==> src/rtl/dgrp_pkg.sv <==
package dgrp_pkg;

    typedef enum logic [2:0] {
        U_PSEUDO = 3'd0,
        U_FXU    = 3'd1,
        U_LSU    = 3'd2,
        U_FPU    = 3'd3,
        U_VALU   = 3'd4,
        U_VPERM  = 3'd5,
        U_CRU    = 3'd6,
        U_BRU    = 3'd7
    } unit_e;

    typedef enum logic [1:0] {
        V_CLEAR = 2'd0,
        V_STALL = 2'd1,
        V_NOOP  = 2'd2
    } verdict_e;

    typedef struct packed {
        unit_e unit;
        logic  first_only;
        logic  single_occ;
        logic  cracked;
        logic  ctr_wr;
        logic  br_ctr;
        logic  mem_overlap;
    } cand_t;

    // Units that may never take the last slot of a group
    function automatic logic is_plain_unit(unit_e u);
        return (u == U_FXU) || (u == U_LSU) || (u == U_FPU) ||
               (u == U_VALU) || (u == U_VPERM);
    endfunction

    // Issuing this candidate ends the group regardless of fill level
    function automatic logic closes_group(cand_t c);
        return (c.unit == U_BRU) || c.single_occ;
    endfunction

endpackage

==> src/rtl/dgrp_state.sv <==
module dgrp_state
    import dgrp_pkg::*;
#(
    parameter int GROUP_SLOTS = 5,
    localparam int CNT_W      = $clog2(GROUP_SLOTS + 1)
) (
    input  logic             clk,
    input  logic             rst,
    input  cand_t            cand,
    input  logic             issue,
    input  logic             advance,
    output logic [CNT_W-1:0] used,
    output logic             ctr_armed,
    output logic             adv_err
);

    localparam logic [CNT_W:0]   FULL      = (CNT_W+1)'(GROUP_SLOTS);
    localparam logic [CNT_W-1:0] LAST_SLOT = CNT_W'(GROUP_SLOTS - 1);

    logic             real_issue;
    logic             closed_by_issue;
    logic [CNT_W:0]   issue_sum;
    logic [CNT_W:0]   adv_sum;
    logic [CNT_W-1:0] after_issue;
    logic             arm_after_issue;
    logic [CNT_W-1:0] used_nxt;
    logic             arm_nxt;

    // Stage 1: effect of the issue strobe
    always_comb begin
        real_issue      = issue && (cand.unit != U_PSEUDO);
        closed_by_issue = 1'b0;
        after_issue     = used;
        arm_after_issue = ctr_armed;
        issue_sum       = {1'b0, used} + (CNT_W+1)'(1) + (CNT_W+1)'(cand.cracked);
        if (real_issue) begin
            if (cand.ctr_wr)
                arm_after_issue = 1'b1;
            if (closes_group(cand) || (issue_sum >= FULL))
                closed_by_issue = 1'b1;
            else
                after_issue = issue_sum[CNT_W-1:0];
        end
    end

    // Stage 2: effect of the advance strobe, applied after the issue
    always_comb begin
        adv_err  = advance && closed_by_issue;
        adv_sum  = {1'b0, after_issue} + (CNT_W+1)'(1);
        used_nxt = after_issue;
        arm_nxt  = arm_after_issue;
        if (closed_by_issue) begin
            used_nxt = '0;
            arm_nxt  = 1'b0;
        end else if (advance) begin
            if (adv_sum >= FULL) begin
                used_nxt = '0;
                arm_nxt  = 1'b0;
            end else begin
                used_nxt = adv_sum[CNT_W-1:0];
            end
        end
    end

    always_ff @(posedge clk) begin
        if (rst) begin
            used      <= '0;
            ctr_armed <= 1'b0;
        end else if (issue || advance) begin
            used      <= used_nxt;
            ctr_armed <= arm_nxt;
        end
    end


    cnt_range_chk: assert property (@(posedge clk) disable iff (rst)
        used <= LAST_SLOT);


    adv_wrap_chk: assert property (@(posedge clk) disable iff (rst)
        (advance && !issue && used == LAST_SLOT) |=> (used == '0));


    pseudo_hold_chk: assert property (@(posedge clk) disable iff (rst)
        (issue && !advance && cand.unit == U_PSEUDO) |=> ($stable(used) && $stable(ctr_armed)));


    branch_close_chk: assert property (@(posedge clk) disable iff (rst)
        (issue && cand.unit == U_BRU) |=> (used == '0 && !ctr_armed));

endmodule

==> config.mk <==
export PLATFORM = sky130hd
export DESIGN_NAME = dgrp_state
export DESIGN_NICKNAME = d
export VERILOG_FILES = /design/src/rtl/dgrp_pkg.sv /design/src/rtl/dgrp_state.sv
export SDC_FILE = /design/constraint.sdc
export NUM_CORES = 1
export LEC_CHECK = 0
export BUFFER_PORTS_ARGS = -buffer_cell sky130_fd_sc_hd__buf_2
export CORE_AREA = 3 3 40 42
export DETAILED_ROUTE_END_ITERATION = 6
export DIE_AREA = 0 0 43 45
export GPL_ROUTABILITY_DRIVEN = 0
export PLACE_DENSITY = 0.65
export REMOVE_ABC_BUFFERS = 1
export SYNTH_ARGS = -nofsm -noshare
export SYNTH_HDL_FRONTEND = slang
export SYNTH_SLANG_ARGS = --single-unit
export TNS_END_PERCENT = 30
==> constraint.sdc <==
create_clock -name clk -period 3.1 [get_ports clk]
set_input_delay 0.62 -clock clk [delete_from_list [all_inputs] [get_ports clk]]
set_output_delay 0.62 -clock clk [all_outputs]
set_load 0.01 [all_outputs]
==> reports/metrics.cfg <==
[status]
outcome=finished clean

[clock_network]
clk_latency_ns=0.24
clkTransAtPathRegs_ns=0.04
cts_setup_buffers=0
cts_buffer_depth=2
clock_sinks=4
ctsHtreeMaxLevel=1
numCtsBuffers=3
root_buffer=clkbuf_4
postCtsResizedCells=0
cts_tree=yes
postCtsHoldBufs=0

[pwr]
p_leak_nw=0.2407
pwr-share-clk=0.342
pwr-share-comb=0.367
p_sw_uw=70.19
sw_frac_of_total=0.3473
seqPwrFrac=0.291
p_int_uw=131.9
p_per_area_nw_per_um2=340.8
ir_worst_vdd_mv=0.2270

[setup_path]
critical_path_class=input pin to output pin
arrival_ns=2.27
cp.required_ns=2.48
crit_chain=buf_2 -> inv_1 -> ha_1 -> inv_1 -> ha_1 -> nor2b_4 -> o32ai_4 -> nor3_1 -> nor2_1 -> and2_1 -> buf_2
endpoint_kind=output pin
crit_path_start_kind=input pin
slowest_stage=ha_1
cpPeakStageDelay_ns=0.34
path_max_fanout=5

[sta]
rsz0062_at_grt=false
fmax_mhz=346.4
timing.final.max_slew_violations=0
setup_viol=0
tightest_slew_ns=0.3736
relSlewSlack=0.7495
min_period_ns=2.887
tns_ns=0
period_share=0.9311
clock_skew_ns=0.0008890
hold_violations=0

[synth]
synth.distinct_cells=32
yosys.area.top_type=dfxtp_1
synthTopCellsByArea=dfxtp_1 16%, ha_1 7.7%, o32ai_4 5.7%
syn_area_sq_um=485.5
postSynth.topFlopCell=dfxtp_1
synth_top_area_share=0.1649
synth_cells=55
ys_warn_count=0
ys_ff_latch=4
synth_most_common_cell=inv_1
async_reset_ff_frac=0
synthTopCellsByCount=6 x inv_1, 5 x nor3_1, 4 x dfxtp_1, 4 x nor2_1
avgSynthCellArea_sq_um=8.827
ys_seq_area_frac=0.1649
synth-edff-count=0

[floorplan]
die_w_um=43
die_h_um=45
coreArea_sq_um=1285
io_pins=18
start_util=0.3778
dieArea_sq_um=1935
placementRows=13

[global_routing]
grt_overflow_total=0
grt_pass1_vias=479
antenna_found_initial=0
grt_max_degree=9
grt_use_total=0.1348
grt_pass1_wl_um=1994

[final_layout]
n_antenna_cell=0
fin_util=0.4615
drive_above_1_share=0.3750
area_growth_pct=22.16
nets=90

[routing]
routedWlPerCell_um=12.55
first_pass_iters=3
drt_iter0_drc=7
vias=452
drt-total-wl_um=1092
ant_nets=0
drc=0
vias_per_cell=5.195

[run]
drv_cap=0

[placement]
dp_hpwl_um=897.9
io_buffers=14

[worst_hold_path]
worstHoldPathType=flip-flop to flip-flop

## registers in the layout (all words and copies together) (netlist names)
register and flops:
ctr_armed 1, used 3
## power by group through the flow
| stage | combinational (mW) | clock (mW) | sequential (mW) |
|---|---|---|---|
| finish | 0.0743 | 0.0691 | 0.0587 |
| floorplan | 0.0498 | 0 | 0.0603 |
| global route | 0.0841 | 0.0754 | 0.0595 |
| CTS | 0.0747 | 0.0697 | 0.0589 |
| global placement | 0.0729 | 0 | 0.0597 |
| detailed placement | 0.0741 | 0 | 0.0599 |
## routing by layer
layer | up-vias | GRT usage | share of wire
met2 | 4 | 0.2275 | 0.47
met3 | 0 | 0.02390 | 0.016
met1 | 203 | 0.1707 | 0.51
met4 | 0 | 0.05422 | 0
met5 | - | 0 | 0
li1 | 245 | - | -
## cells by family after synthesis
kind of cell | count (synthesis) | synth area share
xor+xnor | 1 | 0.01804
compound gates | 15 | 0.3145
simple gates | 21 | 0.2835
mux | 3 | 0.06443
fa+ha+maj | 3 | 0.07733
buf+inv | 8 | 0.07731
flops | 4 | 0.1650
## path summary, 6_finish.rpt
| check | startpoint | end | depth (start not counted) | slack, ns |
|---|---|---|---|---|
| worst min register to register | ctr_armed$_SDFFE_PP0P_ | ctr_armed$_SDFFE_PP0P_ | 2 | 0.55 |
| worst min-delay path | ctr_armed$_SDFFE_PP0P_ | ctr_armed$_SDFFE_PP0P_ | 2 | 0.55 |
| worst max-delay path | cand[3] | adv_err | 11 | 0.21 |
| worst max register to register | used[0]$_SDFFE_PP0P_ | used[2]$_SDFFE_PP0P_ | 11 | 0.39 |
## stage by stage
| step | cell area [sq um] | worst slack, ns | total power [mW] | hold slack, ns | instances |
|---|---|---|---|---|---|
| floorplan | 474.2 | 0.2521 | 0.1100 | 0.5408 | 54 |
| global placement | 570.5 | 0.09506 | 0.1326 | 0.5356 | 84 |
| detailed placement | 570.5 | 0.04307 | 0.1340 | 0.5408 | 84 |
| CTS | 593.1 | 0.1988 | 0.2032 | 0.5462 | 87 |
| global route | 593.1 | 0.04203 | 0.2190 | 0.6186 | 87 |
| finish | 593.1 | 0.2135 | 0.2021 | 0.5490 | 87 |
## worst max-delay path, delay by kind of cell
kind            cells  cell delay [ns]
compound gates      1             0.32
fa+ha+maj           2             0.49
simple gates        4             0.52
buf+inv             4             0.31
## cell usage in the layout (no fill, tap or decap), drive strengths merged
cell,n
a2bb2oi,1
and2,1
a31o,1
xnor2,1
nor3,6
o31a,2
o2111ai,1
a21oi,2
clkbuf,3
or2,1
or4b,1
nor2,4
a22oi,1
a211oi,1
or3,2
mux2,1
nor2b,1
buf,15
dfxtp,4
ha,3
mux2i,2
o21a,1
o31ai,2
o21ai,1
nor4,2
o32ai,1
nand2,3
a2111oi,1
inv,7
## area by class of cell
class,count,area (sq um)
inverters,7,26.28
repair buffers,15,77.57
fillers,142,691.9
well taps,15,18.77
clock buffers,3,22.52
multi-input cells,43,367.9
flip-flops and latches,4,80.08
(Power assumes the default switching activity.)
